File: src/rtl/hostlink_pkg.sv
package hostlink_pkg;
    localparam int WORD_W    = 32;
    localparam int REG_W     = 2 * WORD_W;
    localparam int FIELD_W   = 8;
    localparam int HDR_W     = 2 * FIELD_W;
    localparam int PAYLOAD_W = REG_W - HDR_W;
    localparam int CODE_W    = PAYLOAD_W - 1;
    localparam int CHAR_W    = 8;
    localparam int HI_OFS    = WORD_W / 8;

    localparam logic [FIELD_W-1:0] DEV_SYS  = 8'd0;
    localparam logic [FIELD_W-1:0] DEV_CON  = 8'd1;
    localparam logic [FIELD_W-1:0] OP_EXIT  = 8'd0;
    localparam logic [FIELD_W-1:0] OP_GET   = 8'd0;
    localparam logic [FIELD_W-1:0] OP_PUT   = 8'd1;
    localparam logic [PAYLOAD_W-1:0] CHAR_ACK = PAYLOAD_W'(12'h100);

    typedef enum logic [2:0] {
        K_EXIT,
        K_NOEXIT,
        K_PUT,
        K_GET,
        K_UNKNOWN
    } kind_e;

    typedef struct packed {
        kind_e             kind;
        logic [HDR_W-1:0]  hdr;
        logic [CODE_W-1:0] code;
        logic [CHAR_W-1:0] ch;
    } dec_t;

    typedef struct packed {
        logic [REG_W-1:0]  outr;
        logic [REG_W-1:0]  inr;
        logic [HDR_W-1:0]  pend_hdr;
        logic              pend_vld;
        logic              allow;
        logic              inprog;
        logic              busy;
        logic              sending;
        logic              exit_p;
        logic [CODE_W-1:0] exit_code;
    } state_t;
endpackage

File: src/rtl/hostlink_decode.sv
module hostlink_decode
    import hostlink_pkg::*;
(
    input  logic [REG_W-1:0] cmd,
    output dec_t             dec
);
    logic [FIELD_W-1:0]   dev;
    logic [FIELD_W-1:0]   op;
    logic [PAYLOAD_W-1:0] payload;

    assign dev     = cmd[REG_W-1 -: FIELD_W];
    assign op      = cmd[PAYLOAD_W +: FIELD_W];
    assign payload = cmd[PAYLOAD_W-1:0];

    always_comb begin
        dec.hdr  = cmd[REG_W-1 -: HDR_W];
        dec.code = payload[PAYLOAD_W-1:1];
        dec.ch   = payload[CHAR_W-1:0];
        dec.kind = K_UNKNOWN;
        if (dev == DEV_SYS) begin
            if (op == OP_EXIT) dec.kind = payload[0] ? K_EXIT : K_NOEXIT;
        end else if (dev == DEV_CON) begin
            if (op == OP_PUT)      dec.kind = K_PUT;
            else if (op == OP_GET) dec.kind = K_GET;
        end
    end
endmodule

File: src/rtl/hostlink_rdmux.sv
module hostlink_rdmux
    import hostlink_pkg::*;
#(
    parameter int               ADDR_W   = 5,
    parameter logic [ADDR_W-1:0] OUT_BASE = ADDR_W'(0),
    parameter logic [ADDR_W-1:0] IN_BASE  = ADDR_W'(8)
) (
    input  logic [ADDR_W-1:0] addr,
    input  logic [REG_W-1:0]  outr,
    input  logic [REG_W-1:0]  inr,
    output logic [WORD_W-1:0] rdata
);
    localparam int NREG = 2;

    logic [REG_W-1:0]  regs  [NREG];
    logic [ADDR_W-1:0] bases [NREG];
    logic [WORD_W-1:0] hit   [NREG];

    assign regs[0]  = outr;
    assign regs[1]  = inr;
    assign bases[0] = OUT_BASE;
    assign bases[1] = IN_BASE;

    for (genvar g = 0; g < NREG; g++) begin : g_reg
        always_comb begin
            if (addr == bases[g])
                hit[g] = regs[g][WORD_W-1:0];
            else if (addr == bases[g] + ADDR_W'(HI_OFS))
                hit[g] = regs[g][REG_W-1:WORD_W];
            else
                hit[g] = '0;
        end
    end

    always_comb begin
        rdata = '0;
        for (int i = 0; i < NREG; i++) rdata = rdata | hit[i];
    end
endmodule

File: src/rtl/hostlink_mbox.sv
module hostlink_mbox
    import hostlink_pkg::*;
#(
    parameter int               ADDR_W   = 5,
    parameter logic [ADDR_W-1:0] OUT_BASE = ADDR_W'(0),
    parameter logic [ADDR_W-1:0] IN_BASE  = ADDR_W'(8)
) (
    input  logic              clk,
    input  logic              rst,
    input  logic [ADDR_W-1:0] bus_addr,
    input  logic              bus_wr,
    input  logic [WORD_W-1:0] bus_wdata,
    output logic [WORD_W-1:0] bus_rdata,
    output logic              tx_valid,
    input  logic              tx_ready,
    output logic [CHAR_W-1:0] tx_data,
    input  logic              rx_valid,
    output logic              rx_ready,
    input  logic [CHAR_W-1:0] rx_data,
    output logic              exit_pulse,
    output logic [CODE_W-1:0] exit_code
);
    state_t q, d;
    dec_t   dec;

    logic wr_out_lo, wr_out_hi, wr_in_lo, wr_in_hi;
    logic in_free, fin;
    logic [PAYLOAD_W-1:0] resp;

    assign wr_out_lo = bus_wr && (bus_addr == OUT_BASE);
    assign wr_out_hi = bus_wr && (bus_addr == OUT_BASE + ADDR_W'(HI_OFS));
    assign wr_in_lo  = bus_wr && (bus_addr == IN_BASE);
    assign wr_in_hi  = bus_wr && (bus_addr == IN_BASE + ADDR_W'(HI_OFS));

    hostlink_decode u_dec (
        .cmd (q.outr),
        .dec (dec)
    );

    hostlink_rdmux #(
        .ADDR_W   (ADDR_W),
        .OUT_BASE (OUT_BASE),
        .IN_BASE  (IN_BASE)
    ) u_rd (
        .addr  (bus_addr),
        .outr  (q.outr),
        .inr   (q.inr),
        .rdata (bus_rdata)
    );

    assign in_free    = (q.inr == '0) && !q.inprog;
    assign tx_valid   = q.busy && (dec.kind == K_PUT) && (in_free || q.sending);
    assign tx_data    = dec.ch;
    assign rx_ready   = q.pend_vld && in_free && !q.busy;
    assign exit_pulse = q.exit_p;
    assign exit_code  = q.exit_code;

    always_comb begin
        d        = q;
        d.exit_p = 1'b0;
        fin      = 1'b0;
        resp     = '0;

        // outbound mailbox, written by the target
        if (wr_out_lo) begin
            if (q.outr == '0 && !q.busy) begin
                d.outr  = {{WORD_W{1'b0}}, bus_wdata};
                d.allow = 1'b1;
            end else begin
                d.allow = 1'b0;
            end
        end
        if (wr_out_hi && q.allow) begin
            d.outr  = q.outr | {bus_wdata, {WORD_W{1'b0}}};
            d.allow = 1'b0;
            d.busy  = 1'b1;
        end

        // inbound mailbox, acknowledged by the target
        if (wr_in_lo) begin
            d.inr    = {{WORD_W{1'b0}}, bus_wdata};
            d.inprog = 1'b1;
        end
        if (wr_in_hi) begin
            d.inr    = q.inr | {bus_wdata, {WORD_W{1'b0}}};
            d.inprog = 1'b0;
        end

        // command decode and completion
        if (q.busy) begin
            case (dec.kind)
                K_GET: begin
                    d.pend_hdr = dec.hdr;
                    d.pend_vld = 1'b1;
                    d.outr     = '0;
                    d.busy     = 1'b0;
                end
                K_PUT: begin
                    d.sending = tx_valid && !tx_ready;
                    if (tx_valid && tx_ready) begin
                        fin  = 1'b1;
                        resp = CHAR_ACK | PAYLOAD_W'(dec.ch);
                    end
                end
                K_EXIT: begin
                    if (in_free) begin
                        fin         = 1'b1;
                        d.exit_p    = 1'b1;
                        d.exit_code = dec.code;
                    end
                end
                default: fin = in_free;
            endcase
        end
        if (fin) begin
            d.inr     = {dec.hdr, resp};
            d.inprog  = 1'b0;
            d.outr    = '0;
            d.busy    = 1'b0;
            d.sending = 1'b0;
        end

        // console input completes a pending read
        if (rx_valid && rx_ready) begin
            d.inr      = {q.pend_hdr, CHAR_ACK | PAYLOAD_W'(rx_data)};
            d.inprog   = 1'b0;
            d.pend_vld = 1'b0;
        end
    end

    always_ff @(posedge clk) begin
        if (rst) q <= '0;
        else     q <= d;
    end

    // registers empty after reset
    p_reset_empty_r1: assert property (@(posedge clk)
        rst |=> (q.outr == '0 && q.inr == '0 && !tx_valid && !rx_ready && !exit_pulse));

    // a nonzero idle outbound mailbox is not overwritten by a low-word write
    p_lo_reject_r3: assert property (@(posedge clk) disable iff (rst)
        (wr_out_lo && q.outr != '0 && !q.busy) |=> (q.outr == $past(q.outr)));

    // exit report lasts one cycle
    p_exit_onecycle_r5: assert property (@(posedge clk) disable iff (rst)
        exit_pulse |=> !exit_pulse);

    // output byte held until taken
    p_tx_hold_r7: assert property (@(posedge clk) disable iff (rst)
        (tx_valid && !tx_ready) |=> (tx_valid && $stable(tx_data)));

    // no reply over an occupied inbound mailbox
    p_stall_r8: assert property (@(posedge clk) disable iff (rst)
        (q.busy && dec.kind != K_GET && !q.sending && !in_free) |=> q.busy);

    // accepted character lands in the response field
    p_rx_load_r10: assert property (@(posedge clk) disable iff (rst)
        (rx_valid && rx_ready) |=> (q.inr[PAYLOAD_W-1:0] == (CHAR_ACK | PAYLOAD_W'($past(rx_data)))));
endmodule

File: config.mk
export PLATFORM = sky130hd
export DESIGN_NAME = hostlink_mbox
export DESIGN_NICKNAME = d
export VERILOG_FILES = /design/src/rtl/hostlink_pkg.sv /design/src/rtl/hostlink_decode.sv /design/src/rtl/hostlink_rdmux.sv /design/src/rtl/hostlink_mbox.sv
export SDC_FILE = /design/constraint.sdc
export NUM_CORES = 1
export LEC_CHECK = 0
export BUFFER_PORTS_ARGS = -buffer_cell sky130_fd_sc_hd__buf_2
export CAP_MARGIN = 30
export CORE_ASPECT_RATIO = 1.75
export CORE_UTILIZATION = 55
export DETAILED_ROUTE_END_ITERATION = 7
export GPL_TIMING_DRIVEN = 0
export PLACE_DENSITY = 0.85
export SKIP_LAST_GASP = 1
export SYNTH_ARGS = -nofsm -noshare
export SYNTH_HDL_FRONTEND = slang
export SYNTH_HIERARCHICAL = 1
export SYNTH_SLANG_ARGS = --single-unit
File: constraint.sdc
create_clock -name clk -period 3.5 [get_ports clk]
set_clock_uncertainty 0.05 [all_clocks]
set_input_delay 0.7 -clock clk [delete_from_list [all_inputs] [get_ports clk]]
set_output_delay 0.7 -clock clk [all_outputs]
set_load 0.1 [all_outputs]
Word level (Yosys, flattened, before mapping)

Cells that the tools add are included.

Register bits: 197
Latch bits: 0
Bits in writable memories: 0
Memory bits (read-only): 0
Output and inout bits: 90
Word-level logic and storage cells: 90
Memories kept: 0

$add $sub $neg: 0
Multipliers: 0
Div/mod/pow operators: 0
Magnitude comparators: 0
Eq/ne operators: 7
Shifts and indexed selects: 0
Multiplexer cells: 33
Bitwise logic cells: 5
Reduce and logical (&&, ||, !) cells: 34

Operators by type and width:

| cell                                                | number |
|---|---|
| two-way mux 64 bit                                  | 9 |
| zero test 64 bit                                    | 2 |
| two-way mux 32 bit                                  | 4 |
| bitwise OR 64 bit                                   | 2 |
| two-way mux 48 bit                                  | 2 |
| two-way mux 50 bit                                  | 1 |
| bitwise OR 32 bit                                   | 1 |
| two-way mux 9 bit                                   | 3 |
| equality test 8 x 1 -> 1 bit, second input constant | 2 |
| zero test 8 bit                                     | 2 |
| two-way mux 3 bit                                   | 5 |
| logical AND 1 bit                                   | 14 |
| equality test 5 x 4 -> 1 bit, second input constant | 2 |
| two-way mux 1 bit                                   | 8 |
| equality test 3 x 2 -> 1 bit, second input constant | 2 |
| OR reduction 2 bit                                  | 3 |
| equality test 5 x 3 -> 1 bit, second input constant | 1 |
| zero test 5 bit                                     | 1 |
| AND reduction 2 bit                                 | 2 |
| nonzero test 4 bit                                  | 1 |
| OR reduction 4 bit                                  | 1 |
| zero test 1 bit                                     | 3 |
| zero test 3 bit                                     | 1 |
| one-hot mux 1 bit (3 select lines)                  | 1 |
| 5 further kinds                                     | 6 |

Depth between registers and ports, before layout

Depth in word-level cells: 14
Gate-level depth with buffers: 11
Depth with buffers taken out: 10

Hierarchy

Netlist, hierarchy kept.

Modules (own cells, without submodules):

| module          | instances | cells each | area each (um^2) |
|---|---|---|---|
| hostlink_mbox   | 1         | 963        | 7851.3 |
| hostlink_rdmux  | 1         | 113        | 972.2 |
| hostlink_decode | 1         | 80         | 589.3 |

Worst setup path after synthesis

No wires, ideal clock.

Path kind: register to output
Start point: reg q[85] in the netlist's numbering
End point: out rx_ready
Arrival: 3.499 ns
Setup slack: -0.749 ns
Cell stages (with the launch flop): 6
Path buffers: 0
Cell sequence: dfxtp_1 > or4_1 > nor3_2 > and3_4 > nand2_1 > nor3b_1

Longest elaborated chain between the ends: 4

Ends and longest elaborated chain:

| element                         | RTL line             | RTL |
|---|---|---|
| from (decl)                     | hostlink_mbox.sv:23  | `state_t q, d;` |
| from (signal assigned)          | hostlink_mbox.sv:132 | `if (rst) q <= '0;` |
| from (signal assigned)          | hostlink_mbox.sv:133 | `else q <= d;` |
| zero test 64 bit                | hostlink_mbox.sv:51  | `assign in_free = (q.inr == '0) && !q.inprog;` |
| logical AND 1 bit               | hostlink_mbox.sv:51  |  |
| logical AND 1 bit (2 in series) | hostlink_mbox.sv:54  | `assign rx_ready = q.pend_vld && in_free && !q.busy;` |
| to (decl)                       | hostlink_mbox.sv:18  | `output logic rx_ready,` |

Every way passes these cells.

Final worst setup path

Start point: reg q[117] in the netlist's numbering
End point: out rx_ready

The elaborated chain is that of the path after synthesis.

==> flow_metrics.py <==
metrics = {
    "power": {
        "pwr-share-comb_pct": 6.0,
        "seqPwrFrac_pct": 50.3,
        "p_switching_uw": 1167,
        "vdd_drop_max_v": 0.0003076,
        "leakage_uw": 0.004733,
        "clock_power_share_pct": 43.6,
        "p_per_area_mw_per_mm2": 407.1,
        "swShare_pct": 25.98,
        "p_int_uw": 3325,
    },
    "critical_path": {
        "endpoint_kind": "output pin",
        "critPathMaxFanout": 5,
        "crit_family": "simple AND/OR/NAND/NOR gates",
        "critical_path_buf_inv_count": 1,
        "cp.required_ns": 2.75,
        "slowest_delay_ns": 0.54,
        "r2r-start": "q[184]",
        "startpoint_type": "flop",
        "reg2reg_slack_ns": 0.22,
        "r2r_cells": 11,
        "reg2reg_to": "q[127]",
        "cp.arrival_ns": 2.71,
        "crit_path_top_delay_cell": "nor4_2",
        "path_cells": "nor4_2 -> nand4_1 -> nor2_1 -> nand2_1 -> nor3b_2 -> buf_4",
        "criticalPathCategory": "reg -> out",
    },
    "routing": {
        "drc": 0,
        "dr.max_layer_used": "met4",
        "wl_met2_mm": 15.55,
        "dr.pass1.iters": 6,
        "dr_wl_met3_mm": 2.101,
        "vias_per_cell": 5.983,
        "wl_met1_mm": 10.72,
        "dr.first_iter.drc_count": 743,
        "routed_wl_mm": 31.34,
        "vias": 9292,
        "ant_nets": 0,
        "wire_per_inst_um": 20.18,
    },
    "timing": {
        "rsz0062_at_grt": "false",
        "tightest_slew_ns": 0.7114,
        "slew_viol_final": 0,
        "finalCritPeriodShare_pct": 99.00,
        "worst_hold_slack_ns": 0.4045,
        "setup_slack_ns": 0.03512,
        "hold_violations": 0,
        "max_freq_mhz": 288.6,
        "slew_headroom_pct": 52.57,
        "finalSetupViolations": 0,
        "min_period_ns": 3.465,
    },
    "hold_path": {
        "min_path_cells": 2,
        "hp-start": "exit_code[11]",
        "hold_path_end": "exit_code[11]",
        "holdCritPathClass": "reg -> reg",
    },
    "clocking": {
        "clock_sinks": 197,
        "root_buffer": "clkbuf_16",
        "clk_path_buf_depth": 2,
        "clock_latency_ns": 0.45,
        "clk_pin_slew_ns": 0.08,
        "cts_hold_buf": 0,
        "htree_levels": 4,
        "numCtsBuffers": 17,
        "cts_tree": "done",
    },
    "floorplan": {
        "row_count": 62,
        "dieArea_sq_mm": 0.01766,
        "initial_core_util_pct": 56.70,
        "io_pins": 140,
        "fp.dieH_um": 175.1,
        "die_x_um": 100.9,
        "coreArea_sq_mm": 0.01660,
    },
    "flow_run": {
        "cap_violations": 0,
    },
    "synthesis": {
        "synthCells": 1156,
        "syn_nets": 1206,
        "synth-seq-cells": 197,
        "yosysWarnings": 6,
        "async_reset_ff_share_pct": 0,
        "synth_edf_count": 0,
        "seq_area_frac_synth_pct": 41.90,
        "syn_area_per_cell_sq_um": 8.143,
        "synth_area_sq_mm": 0.009413,
        "synth.distinct_cells": 46,
        "ys.flop_type": "dfxtp_1",
    },
    "global_route": {
        "first_global_vias": 9044,
        "grtUsageTotal_pct": 36.20,
        "grt_overflow_total": 0,
        "grt_pass1_wl_mm": 48.10,
        "grt_max_degree": 20,
        "antenna_found_initial": 0,
    },
    "placed_design": {
        "io_buffers": 139,
        "dp.final_hpwl_mm": 23.32,
        "placed_area_sq_mm": 0.01039,
        "dp_slack_ns": -0.1008,
        "gp_congestion": 0.9949,
    },
    "status": {
        "status": "completed",
    },
    "cells_and_area": {
        "final_nets": 1366,
        "final_cell_mix": "dfxtp_1, nand2_1, a21oi_1",
        "diodes": 0,
        "final_common_cell": "dfxtp_1",
        "syn2layout_area_growth_pct": 17.21,
        "fin_area_sq_mm": 0.01103,
        "drive_above_1_share_pct": 26.34,
    },
}
-- registers in the layout, indices dropped and copies added, names as in the netlist --
name and flops:
exit_pulse 1, exit_code 47, q 149
-- tightest hold or removal path: cells and delay by family (launching register included) --
kind / cells / cell delay [ns]
AND/OR/NAND/NOR: 1 / 0.05
flip-flops: 1 / 0.31
AO/OA/AOI/OAI: 1 / 0.05
-- routing by layer --
layer | vias up | GRT usage (%)
li1 | 4259 | -
met1 | 4350 | 36.84
met2 | 503 | 62.07
met3 | 180 | 6.520
met4 | 0 | 32.13
met5 | - | 0
-- cell type report --
class | instances | area [sq um]
Timing Repair Buffer | 141 | 715.7
Inverter | 1 | 3.754
Buffer | 197 | 1316
Sequential cell | 197 | 3944
Tap cell | 224 | 280.3
Multi-Input combinational cell | 761 | 4188
Fill cell | 1477 | 5568
Clock buffer | 19 | 452.9
Clock inverter | 13 | 132.6
-- worst max path at each step --
stage	from	to	slack, ns	cells after the start
final	q[117]	rx_ready	0.04	6
after global placement	bus_addr[1]	q[159]	-0.07	9
after detailed placement	bus_addr[1]	q[159]	-0.10	9
after CTS	q[184]	q[120]	0.04	11
after floorplan	bus_addr[4]	bus_rdata[0]	-0.24	4
after global routing	q[117]	rx_ready	0.007	6
-- Yosys cell counts, types with 3 or more instances --
master | instances | area [sq um]
dfxtp_1 | 197 | 3944
nor3_2 | 9 | 90.09
a211oi_1 | 23 | 172.7
buf_6 | 6 | 67.56
o22ai_1 | 32 | 200.2
nor2_1 | 118 | 442.9
o21a_1 | 3 | 22.52
nand4_1 | 4 | 25.02
nand2b_1 | 4 | 25.02
nand2_1 | 179 | 671.9
nor3_1 | 28 | 140.1
buf_2 | 23 | 115.1
or4_1 | 17 | 127.6
nor4_1 | 51 | 319.1
clkbuf_1 | 41 | 153.9
buf_4 | 122 | 915.9
buf_8 | 4 | 60.06
a22oi_1 | 8 | 60.06
o21ai_0 | 11 | 55.05
mux2i_1 | 64 | 640.6
nand3_1 | 6 | 30.03
and3_1 | 5 | 31.28
a21oi_1 | 170 | 850.8
-- what timing repair did --
action | CTS | global route
setup endpoints to repair | 2 | 17
buffers inserted | 0 | 2
pin swaps | 0 | 1
resized for setup | 4 | 5
-- power groups by stage --
| stage | registers [uW] | clock network (uW) | logic [uW] |
|---|---|---|---|
| final | 2260 | 1960 | 271 |
| after global routing | 2260 | 2050 | 285 |
| after CTS | 2260 | 1970 | 263 |
| after detailed placement | 2310 | 0 | 260 |
| after global placement | 2310 | 0 | 258 |
| after floorplan | 2310 | 0 | 149 |
-- stage by stage --
step	utilization, %	instances	total power (uW)	setup TNS [ns]
after floorplan	-	1156	2457	-7.366
after global routing	66.46	1553	4597	0
after CTS	66.24	1551	4489	0
after global placement	62.61	1519	2570	-0.6186
final	66.46	1553	4492	0
after detailed placement	62.61	1519	2572	-1.170
-- kinds of logic after synthesis --
kind of cell / share of synthesized area (%)
buffers and inverters: 14.02
muxes: 6.806
AOI/OAI and AO/OA: 15.35
DFF: 41.90
and+or+nand+nor: 21.92
(Power assumes the default switching activity.)
